$ cat src/rtl/bus_write_qualifier.sv
module bus_write_qualifier #(
  parameter int ADDR_W   = 19,
  parameter int DATA_W   = 8,
  parameter int STABLE_N = 3
) (
  input  logic              clk,
  input  logic              rst_n,
  input  logic              pwr_good,
  input  logic              ce_n,
  input  logic              we_n,
  input  logic              oe_n,
  input  logic [ADDR_W-1:0] addr,
  input  logic [DATA_W-1:0] data,
  output logic              wr_valid,
  output logic [ADDR_W-1:0] wr_addr,
  output logic [DATA_W-1:0] wr_data
);

  localparam int CW = (STABLE_N < 2) ? 1 : $clog2(STABLE_N + 1);
  localparam int CE = 0;
  localparam int WE = 1;
  localparam int OE = 2;

  logic [2:0] s1, s2, filt, commit, nxt;
  logic [CW-1:0] cnt [3];
  logic armed, in_cycle;
  logic [ADDR_W-1:0] addr_q;

  // strobes start as asserted so a pin held low at reset never looks like a fresh fall
  always_ff @(posedge clk or negedge rst_n)
    if (!rst_n) begin
      s1 <= '0;
      s2 <= '0;
    end else begin
      s1 <= {oe_n, we_n, ce_n};
      s2 <= s1;
    end

  for (genvar i = 0; i < 3; i++) begin : g_filt
    assign commit[i] = (s2[i] != filt[i]) && (cnt[i] == CW'(STABLE_N - 1));
    assign nxt[i]    = commit[i] ? s2[i] : filt[i];

    always_ff @(posedge clk or negedge rst_n)
      if (!rst_n) begin
        filt[i] <= 1'b0;
        cnt[i]  <= '0;
      end else if (s2[i] == filt[i]) begin
        cnt[i] <= '0;
      end else if (commit[i]) begin
        filt[i] <= s2[i];
        cnt[i]  <= '0;
      end else begin
        cnt[i] <= cnt[i] + 1'b1;
      end
  end

  wire en_fall = (commit[CE] && !s2[CE]) || (commit[WE] && !s2[WE]);
  wire en_rise = (commit[CE] &&  s2[CE]) || (commit[WE] &&  s2[WE]);
  wire oe_fall = commit[OE] && !s2[OE];
  wire open_ok = !nxt[CE] && !nxt[WE] && nxt[OE];
  wire start   = pwr_good && armed && !in_cycle && en_fall && open_ok;
  wire finish  = pwr_good && in_cycle && en_rise && !oe_fall;

  always_ff @(posedge clk or negedge rst_n)
    if (!rst_n)                      armed <= 1'b0;
    else if (!pwr_good)              armed <= 1'b0;
    else if (filt[CE] && filt[WE])   armed <= 1'b1;

  always_ff @(posedge clk or negedge rst_n)
    if (!rst_n)                              in_cycle <= 1'b0;
    else if (!pwr_good)                      in_cycle <= 1'b0;
    else if (start)                          in_cycle <= 1'b1;
    else if (in_cycle && (en_rise || oe_fall)) in_cycle <= 1'b0;

  always_ff @(posedge clk or negedge rst_n)
    if (!rst_n)      addr_q <= '0;
    else if (start)  addr_q <= addr;

  always_ff @(posedge clk or negedge rst_n)
    if (!rst_n) begin
      wr_valid <= 1'b0;
      wr_addr  <= '0;
      wr_data  <= '0;
    end else begin
      wr_valid <= finish;
      if (finish) begin
        wr_addr <= addr_q;
        wr_data <= data;
      end
    end


  pulse_single_chk: assert property (@(posedge clk) disable iff (!rst_n)
    wr_valid |=> !wr_valid);


  pwr_block_chk: assert property (@(posedge clk) disable iff (!rst_n)
    !pwr_good |=> !wr_valid);


  arm_before_cycle_chk: assert property (@(posedge clk) disable iff (!rst_n)
    in_cycle |-> armed);


  filt_settled_chk: assert property (@(posedge clk) disable iff (!rst_n)
    !$stable(filt) |-> ($past(s2) == filt));


  oe_guard_chk: assert property (@(posedge clk) disable iff (!rst_n)
    wr_valid |-> $past(filt[OE]));

endmodule

$ cat config.mk
export PLATFORM = sky130hd
export DESIGN_NAME = bus_write_qualifier
export DESIGN_NICKNAME = d
export VERILOG_FILES = /design/src/rtl/bus_write_qualifier.sv
export SDC_FILE = /design/constraint.sdc
export NUM_CORES = 1
export LEC_CHECK = 0
export ABC_CLOCK_PERIOD_IN_PS = 3400
export BUFFER_PORTS_ARGS = -buffer_cell sky130_fd_sc_hd__buf_4
export CAP_MARGIN = 10
export CORE_AREA = 5 5 100 102
export DETAILED_ROUTE_END_ITERATION = 8
export DIE_AREA = 0 0 105 107
export HOLD_SLACK_MARGIN = 0.05
export PLACE_DENSITY = 0.46
export SETUP_SLACK_MARGIN = 0.2
export SLEW_MARGIN = 20
export SYNTH_ARGS = -nofsm -noshare
export SYNTH_HDL_FRONTEND = slang
export SYNTH_SLANG_ARGS = --single-unit
$ cat constraint.sdc
create_clock -name clk -period 3.4 [get_ports clk]
set_input_delay 0.51 -clock clk [delete_from_list [all_inputs] [get_ports clk]]
set_output_delay 0.51 -clock clk [all_outputs]
set_load 0.02 [all_outputs]
==> impl_metrics.env <==
export IMPL_status="completed"
export IMPL_fmax_mhz=455.7
export IMPL_cp_arrival_ps=2410
export IMPL_syn_inst=144
export IMPL_leakage_uw=0.001705
export IMPL_layout_cells_most_common_list="64 x dfrtp_1, 62 x buf_4, 29 x mux2_2, 20 x mux2_4, 11 x clkbuf_8"
export IMPL_final_area_um2=3279
export IMPL_area_growth_syn_to_layout_pct=33.66
export IMPL_gp_congestion=0.6956
export IMPL_multi_input_area_um2=808.3
export IMPL_gr_total_overflow=0
export IMPL_layout_nets=246
export IMPL_postRouteAntennaNets=0
export IMPL_wirelength_mm=4.837
export IMPL_crit_path_max_fanout=20
export IMPL_fp_dieW_um=105
export IMPL_endpoint_kind="register"
export IMPL_grt_max_degree=65
export IMPL_ir_drop_mv=0.1986
export IMPL_grt_use_total=0.09048
export IMPL_synth_area_top_cells="dfrtp_1 65%, mux2_2 13%, mux2_4 12%"
export IMPL_first_global_vias=1486
export IMPL_relSlewSlack=0.4663
export IMPL_clk_pin_slew_ps=70
export IMPL_cts_tree="built"
export IMPL_vias=1403
export IMPL_critPathKind="reg -> reg"
export IMPL_ys_types=20
export IMPL_worstMarginPinSlew_ps=800.5
export IMPL_dr_pass1_iters=2
export IMPL_grt_pass1_wl_mm=7.755
export IMPL_final_common_cell="dfrtp_1"
export IMPL_clk_path_buf_depth=2
export IMPL_yosysTopAreaCell="dfrtp_1"
export IMPL_syn_nets=177
export IMPL_dr_first_iter_drc_count=33
export IMPL_period_needed_ps=2195
export IMPL_design_portCount=61
export IMPL_io_buffers=60
export IMPL_cts_made_buffers=9
export IMPL_crit_path_start_kind="register"
export IMPL_yosysSeqAreaShare=0.6527
export IMPL_cts_resized=0
export IMPL_hold_ws_ps=265.0
export IMPL_netlist_area_leader_share=0.6527
export IMPL_h_tree_depth=3
export IMPL_dieArea_um2=11240
export IMPL_drv_cap=0
export IMPL_drc_errors=0
export IMPL_yosysWarnings=0
export IMPL_core_area_um2=9021
export IMPL_hpwlAfterDp_mm=3.261
export IMPL_setup_violations=0
export IMPL_hold_violations=0
export IMPL_timing_final_ws_setup_ps=1205
export IMPL_place_area_um2=3025
export IMPL_drive_gt1_frac=0.5917
export IMPL_placementRows=35
export IMPL_ys_seq_elements=64
export IMPL_skew_ps=8.045
export IMPL_hp_class="in -> async"
export IMPL_postCtsSetupBuffers=0
export IMPL_ff_latch_area_um2=1602
export IMPL_avgSynthCellArea_um2=17.04
export IMPL_pwr_density_cell_nw_per_um2=583.8
export IMPL_place_inst=313
export IMPL_antenna_cells=0
export IMPL_routedWlPerCell_um=14.70
export IMPL_start_util=0.2720
export IMPL_rsz0062_at_grt="no"
export IMPL_critPathRequiredTime_ps=3620
export IMPL_slew_viol_final=0
export IMPL_antenna_found_initial=0
export IMPL_synthesis_area_um2=2454
export IMPL_viasPerCell=4.264
export IMPL_finalSetupTns_ps=0
export IMPL_nFillCells=877
export IMPL_die_h_um=107
export IMPL_cts_sinks=64
export IMPL_final_cell_count_no_fill=329
export IMPL_clockRootBuffer="clkbuf_8"
export IMPL_dp_slack_ps=1199
export IMPL_clock_latency_ps=330
export IMPL_fin_crit_sh=0.6455
export IMPL_hold_buffers=0
-- layout make-up --
type | count | share of cell area
clock inverters | 5 | 0.03129
multi-input cells | 73 | 0.2465
clock buffers | 11 | 0.04617
flip-flops and latches | 64 | 0.4884
well taps | 111 | 0.04235
repair buffers | 62 | 0.1419
inverters | 3 | 0.003434
-- final timing paths --
check	start	end	slack, ps	depth (start not counted)
worst max register to register	cnt[5]	addr_q[7]	1210	4
worst min-delay path	rst_n	wr_data[2]	270	1
min in group clk	oe_n	s1[2]	280	1
worst max-delay path	cnt[5]	addr_q[7]	1210	4
worst min register to register	s1[1]	s2[1]	350	0
max in group asynchronous	rst_n	wr_addr[14]	2610	1
-- registers in the layout, indices dropped and copies added, names as in the netlist --
register  count
wr_data       8
filt          3
cnt           6
s1            3
wr_valid      1
addr_q       19
wr_addr      19
armed         1
s2            3
in_cycle      1
-- per-stage QoR --
step / total power (µW) / util
2_1_floorplan: 1034 / -
3_3_place_gp: 1114 / 0.3354
3_5_place_dp: 1116 / 0.3354
4_1_cts: 1943 / 0.3635
5_1_grt: 2009 / 0.3635
6_report: 1915 / 0.3635
-- routing by layer --
layer  share of wire  GRT usage  vias to the layer above  wire (µm)
li1                -          -                      646          -
met1            0.47     0.1208                      701       2270
met2            0.44     0.1241                       47       2128
met3           0.068    0.03432                        9        328
met4           0.023    0.05205                        0        110
met5               0          0                        -          0
-- logic make-up (layout without fill, tap and decap cells) --
logic type,count (synthesis),in the layout,synth area share
compound gates,5,5,0.01581
buf+inv,7,81,0.01785
flops,64,64,0.6527
xor+xnor,3,3,0.01071
simple gates,16,16,0.04742
mux,49,49,0.2555
-- report_power, final --
part / switching, µW / total [µW] / leakage (µW) / internal (µW)
logic: 75.9 / 199 / 0.000712 / 123
registers: 62.7 / 899 / 0.000867 / 836
clock network: 291 / 817 / 0.000126 / 526
-- critical path, stage by stage (launching register included) --
cell     delay [ps]
dfrtp_1         380
nor2b_1         230
mux2_2          380
or4b_4          710
mux2_4          370
-- cell usage after synthesis --
cell	number
a21oi_1	1
a311o_1	1
a31oi_1	1
buf_2	2
buf_6	2
dfrtp_1	64
inv_1	3
mux2_2	29
mux2_4	20
nand2_1	1
nand2b_1	1
nor2_2	1
nor2b_1	3
nor3_1	3
nor3b_1	3
nor4bb_1	3
o2111ai_1	1
o311ai_1	1
or4b_4	1
xnor2_1	3
Power figures use the tool's default switching activity.
